## config.mk

```make
export PLATFORM = sky130hd
export DESIGN_NAME = usec_reload_timer
export DESIGN_NICKNAME = d
export VERILOG_FILES = /design/src/rtl/usec_reload_timer.sv
export SDC_FILE = /design/constraint.sdc
export NUM_CORES = 1
export LEC_CHECK = 0
export ABC_AREA = 0
export BUFFER_PORTS_ARGS = -buffer_cell sky130_fd_sc_hd__buf_2
export CAP_MARGIN = 20
export CORE_MARGIN = 1
export CORE_UTILIZATION = 55
export CTS_BUF_LIST = sky130_fd_sc_hd__clkbuf_16
export CTS_CLUSTER_SIZE = 25
export DETAILED_ROUTE_END_ITERATION = 16
export PLACE_DENSITY = 0.79
export SYNTH_ARGS = -nofsm -noshare
export SYNTH_HDL_FRONTEND = slang
export SYNTH_SLANG_ARGS = --single-unit
```

## constraint.sdc

```tcl
create_clock -name clk -period 5.5 [get_ports clk]
set_clock_uncertainty 0.1 [all_clocks]
set_input_delay 0.55 -clock clk [delete_from_list [all_inputs] [get_ports clk]]
set_output_delay 0.55 -clock clk [all_outputs]
set_load 0.005 [all_outputs]
```

## src/rtl/usec_reload_timer.sv

```systemverilog
module usec_reload_timer #(
  parameter int unsigned CLK_HZ  = 250_000_000,
  parameter int unsigned TICK_HZ = 1_000_000,
  parameter int unsigned CNT_W   = 16
) (
  input  logic        clk,
  input  logic        rst_n,
  input  logic        bus_sel,
  input  logic        bus_wr,
  input  logic [7:0]  bus_addr,
  input  logic [31:0] bus_wdata,
  output logic [31:0] bus_rdata,
  output logic        wrap_pulse
);
  localparam int unsigned DIV   = CLK_HZ / TICK_HZ;
  localparam int unsigned PRE_W = (DIV > 1) ? $clog2(DIV) : 1;
  localparam logic [7:0] OFF_CTRL   = 8'h00;
  localparam logic [7:0] OFF_RELOAD = 8'h08;
  localparam logic [7:0] OFF_COUNT  = 8'h0C;
  localparam int ENA_BIT = 0;
  localparam int RST_BIT = 31;

  logic [31:0]      ctrl_q;
  logic [CNT_W-1:0] reload_q;
  logic [CNT_W-1:0] count_q;
  logic [PRE_W-1:0] pre_q;
  logic             running;

  logic wr_ctrl, wr_reload, soft_rst, start, tick;
  assign wr_ctrl   = bus_sel && bus_wr && (bus_addr == OFF_CTRL);
  assign wr_reload = bus_sel && bus_wr && (bus_addr == OFF_RELOAD);
  assign soft_rst  = wr_ctrl && bus_wdata[RST_BIT];
  assign start     = wr_ctrl && !bus_wdata[RST_BIT] && bus_wdata[ENA_BIT] && !running;
  assign tick      = running && (pre_q == PRE_W'(DIV - 1));

  always_ff @(posedge clk or negedge rst_n) begin
    if (!rst_n) begin
      ctrl_q  <= '0;
      running <= 1'b0;
    end else if (soft_rst) begin
      ctrl_q  <= '0;
      running <= 1'b0;
    end else if (wr_ctrl) begin
      ctrl_q <= bus_wdata;
      if (bus_wdata[ENA_BIT]) running <= 1'b1;
    end
  end

  always_ff @(posedge clk or negedge rst_n) begin
    if (!rst_n)         reload_q <= '0;
    else if (soft_rst)  reload_q <= '0;
    else if (wr_reload) reload_q <= bus_wdata[CNT_W-1:0];
  end

  always_ff @(posedge clk or negedge rst_n) begin
    if (!rst_n)                                   pre_q <= '0;
    else if (soft_rst || start || wr_reload || tick) pre_q <= '0;
    else if (running)                             pre_q <= pre_q + 1'b1;
  end

  always_ff @(posedge clk or negedge rst_n) begin
    if (!rst_n) begin
      count_q    <= '0;
      wrap_pulse <= 1'b0;
    end else begin
      wrap_pulse <= tick && (count_q == '0);
      if (wr_reload)  count_q <= bus_wdata[CNT_W-1:0];
      else if (tick)  count_q <= (count_q == '0) ? reload_q : count_q - 1'b1;
    end
  end

  always_comb begin
    bus_rdata = '0;
    if (bus_sel && !bus_wr) begin
      case (bus_addr)
        OFF_CTRL:   bus_rdata = ctrl_q;
        OFF_RELOAD: bus_rdata = 32'(reload_q);
        OFF_COUNT:  bus_rdata = 32'(count_q);
        default:    bus_rdata = '0;
      endcase
    end
  end
endmodule

```

# Word-level counts from Yosys, hierarchy flattened
# Index checks and enable logic that the tools add are counted.
[word_totals]
register_bits = 74
in_bits = 44
out_inout_bits = 33
elab_cells = 49
[classes]
add_sub_neg = 2
eq_ne = 3
mux = 14
reduce_logical = 24
[op_table]
columns = ["operator", "count"]
rows = [
  ["$mux W32", 3],
  ["$pmux W32 S3", 1],
  ["$mux W16", 5],
  ["$eq A8 B4 Y1 const B", 2],
  ["$logic_not A16 Y1", 1],
  ["$mux W8", 2],
  ["$sub A16 B1 Y16 const B", 1],
  ["$logic_and A1 B1 Y1", 10],
  ["$reduce_bool A2 Y1", 5],
  ["$add A8 B1 Y8 const B", 1],
  ["$eq A8 B8 Y1 const B", 1],
  ["$logic_not A8 Y1", 1],
  ["$logic_not A1 Y1", 3],
  ["$logic_or A1 B1 Y1", 3],
  ["$mux W1", 3],
  ["$reduce_and A2 Y1", 1],
]

# Depth between registers and ports, before layout
[logic_depth]
depth_word = 9
ltp_mapped = 9
depth_no_buf = 8

# Worst setup path before layout
# OpenSTA, ideal clock, no wires.
[synth_path]
path_kind = "in2out"
start = "in bus_addr[5]"
end = "out bus_rdata[21]"
arrival_ns = 2.059
t_required_ns = 4.850
setup_slack_ns = 2.791
cell_stages = 6
n_path_buf = 2
cell_sequence = "or4_4 > or3_1 > buf_2 > nor3_4 > buf_6 > and2_1"
[synth_via]
elab_chain_cells = 3
elab_cells_between_ends = 5
cone_classes = "eq/ne (2); mux (2); reduce/logical (1)"
[synth_lines]
columns = ["element", "line_no", "text"]
rows = [
  ["from (decl)", "10", "input logic [7:0] bus_addr,"],
  ["$eq A8 B4 Y1 or $logic_not A8 Y1 (tied branches)", "75", "case (bus_addr)"],
  ["$pmux W32 S3 (*)", "75", ""],
  ["$mux W32 (*)", "74", "if (bus_sel && !bus_wr) begin"],
  ["to (decl)", "12", "output logic [31:0] bus_rdata,"],
]
# Mark *: on every way between the ends. The rest lies on a longest branch, timed or not.

# Final worst setup path
[layout_path]
start = "in bus_addr[5]"
end = "out bus_rdata[31]"
# The elaborated chain is that of the path after synthesis.

==> flow_metrics.env <==
export IMPL_status="finished, final reports clean"
export IMPL_cts_setup_buffers=0
export IMPL_row_count=31
export IMPL_synth_common_cells="nand2_1 (107), dfrtp_1 (74), nor2_1 (49)"
export IMPL_drive_above_1_share_pct=19.2
export IMPL_slowest_stage="or3_1"
export IMPL_h_tree_depth=3
export IMPL_fin_crit_sh_pct=62.3
export IMPL_area_growth_pct=18.1
export IMPL_clock_latency_ns=0.34
export IMPL_synth_warnings=0
export IMPL_clkTransAtPathRegs_ns=0.06
export IMPL_grt_util_met1_pct=36.9
export IMPL_grt_overflow_total=0
export IMPL_powerDensity_nw_per_um2=272
export IMPL_synth_cell_type_count=56
export IMPL_worst_slew_pin_slew_ns=1.10
export IMPL_rsz0062_at_grt="false"
export IMPL_die_w_um=89.7
export IMPL_cts_tree="built"
export IMPL_slew_headroom_pct=26.8
export IMPL_ant_nets=0
export IMPL_routedWlPerCell_um=16.2
export IMPL_drv_cap=0
export IMPL_synth_edf_count=0
export IMPL_cts_resized_gates=0
export IMPL_use_met2_pct=47.2
export IMPL_antenna_found_initial=0
export IMPL_fin_hold_ws_ns=0.337
export IMPL_grt_use_total_pct=28.1
export IMPL_dr_pass1_iters=5
export IMPL_drt_wl_total_um=10800
export IMPL_post_dp_cell_area_um2=4650
export IMPL_clockRootBuffer="clkbuf_16"
export IMPL_grt_pass1_vias=3707
export IMPL_numCtsBuffers=9
export IMPL_drt_iter0_markers=282
export IMPL_finish_utilization_pct=68.2
export IMPL_cp_arrival_ns=2.77
export IMPL_coreArea_um2=7330
export IMPL_finalPower_mw=1.36
export IMPL_fmax_ghz=0.292
export IMPL_leakage_nw=2.43
export IMPL_ios=77
export IMPL_path_common_cell="buf_2"
export IMPL_required_ns=4.85
export IMPL_final_area_um2=5000
export IMPL_grt_max_degree=75
export IMPL_hold_violations=0
export IMPL_timing_final_ws_setup_ns=2.08
export IMPL_met3_usage_pct=4.82
export IMPL_ys_flop_type="dfrtp_1"
export IMPL_grt_busiest_layer="met2"
export IMPL_gp_congestion=0.877
export IMPL_fin_cells=668
export IMPL_crit_path_end_kind="output pin"
export IMPL_die_area_um2=8050
export IMPL_die_y_um=89.7
export IMPL_period_needed_ns=3.42
export IMPL_setup_viol=0
export IMPL_hold_class="in2async"
export IMPL_ys_top_cells_by_area="dfrtp_1 (44%), nand2_1 (9.5%), nand3b_1 (5.7%), a21oi_1 (5.3%), nor2_1 (4.3%)"
export IMPL_critPathLaunchType="input port"
export IMPL_syn_inst=501
export IMPL_dp_hpwl_um=6830
export IMPL_yosys_cell_count_top_type="nand2_1"
export IMPL_vias=3905
export IMPL_yosys_area_top_type="dfrtp_1"
export IMPL_n_fill_cell=564
export IMPL_grt_pass1_wl_um=18200
export IMPL_drc=0
export IMPL_cts_hold_buf=0
export IMPL_initial_core_util_pct=57.7
export IMPL_portBuffers=76
export IMPL_synth_nets=549
export IMPL_syn_area_um2=4230
export IMPL_avgSynthCellArea_um2=8.45
export IMPL_worstPathCellList="buf_2 > or4_4 > or3_1 > nor3_4 > and2_1 > buf_2"
export IMPL_criticalPathCategory="in2out"
export IMPL_yosysSeqAreaShare_pct=43.7
export IMPL_async_reset_ff_share_pct=100
export IMPL_slew_violations=0
export IMPL_clock_path_buffers=2
export IMPL_post_place_cells=651
export IMPL_crit_path_max_incr_delay_ns=0.70
export IMPL_ir_drop_mv=0.182
export IMPL_vias_per_cell=5.85
export IMPL_diodes=0
export IMPL_synth_top_cell_area_share_pct=43.7
export IMPL_place_ws_ns=2.07
export IMPL_cp_max_fo=17
export IMPL_ys_ff_latch=74
export IMPL_cts_sinks=74
export IMPL_nNetsFinal=612
export IMPL_tns_ns=0
[critical path, delay by kind of cell]
kind	cells	cell delay (ns)
buffers and inverters	2	0.21
and+or+nand+nor	4	1.99
[report_power, final]
| part | total [mW] | leakage (nW) | internal (mW) | switching, mW |
|---|---|---|---|---|
| logic | 0.0982 | 1.28 | 0.0408 | 0.0574 |
| clock network | 0.676 | 0.158 | 0.442 | 0.234 |
| registers | 0.585 | 1.00 | 0.564 | 0.0210 |
[cell type report]
type                       instances  area (um^2)  share of cell area [%]
inverter                          10         37.5                   0.751
tap                               99          124                    2.48
clock inverter                     7          118                    2.35
sequential                        74         1850                    37.0
clock buffer                       9          225                    4.50
timing repair buffer              81          418                    8.36
multi-input combinational        388         2230                    44.5
[per-layer routing]
| metal | wire (um) | vias to the layer above |
|---|---|---|
| met2 | 5240 | 117 |
| met3 | 551 | 16 |
| met5 | 0 | - |
| met1 | 4870 | 1896 |
| met4 | 152 | 0 |
| li1 | - | 1876 |
[kinds of logic (layout without fill, tap and decap cells)]
| kind of cell | Yosys count | in the layout | share of synthesized area, % |
|---|---|---|---|
| mux | 17 | 17 | 4.05 |
| flops | 74 | 74 | 43.7 |
| xor+xnor | 2 | 2 | 0.414 |
| compound gates | 105 | 105 | 14.7 |
| fa+ha+maj | 4 | 4 | 1.18 |
| buf+inv | 39 | 107 | 3.87 |
| simple gates | 260 | 260 | 32.0 |
[state kept, by name, summed over array words and instances, names as in the netlist]
register and count:
pre_q 8, count_q 16, reload_q 16, wrap_pulse 1, running 1, ctrl_q 32
[placed cells by master (no fill, tap or decap), drive strengths merged, types with 9 or more instances in the layout]
master  netlist  layout
o21ai        27      27
nand3b       32      32
inv          10      10
and2         21      21
mux2i        16      16
dfrtp        74      74
a21oi        45      45
nand2       107     107
buf          10      81
clkbuf       19       9
nor2         49      49
[final timing paths]
path	startpoint	endpoint	slack (ns)	cells past startpoint
hold / removal	rst_n	ctrl_q[4]	0.34	2
max in group asynchronous	rst_n	count_q[0]	4.33	2
min in group clk	bus_wdata[23]	ctrl_q[23]	0.34	3
hold reg to reg	ctrl_q[7]	ctrl_q[7]	0.37	2
setup reg to reg	count_q[0]	count_q[2]	2.97	7
setup / recovery	bus_addr[5]	bus_rdata[31]	2.08	6
No activity file was read; power rests on OpenSTA's default activity.
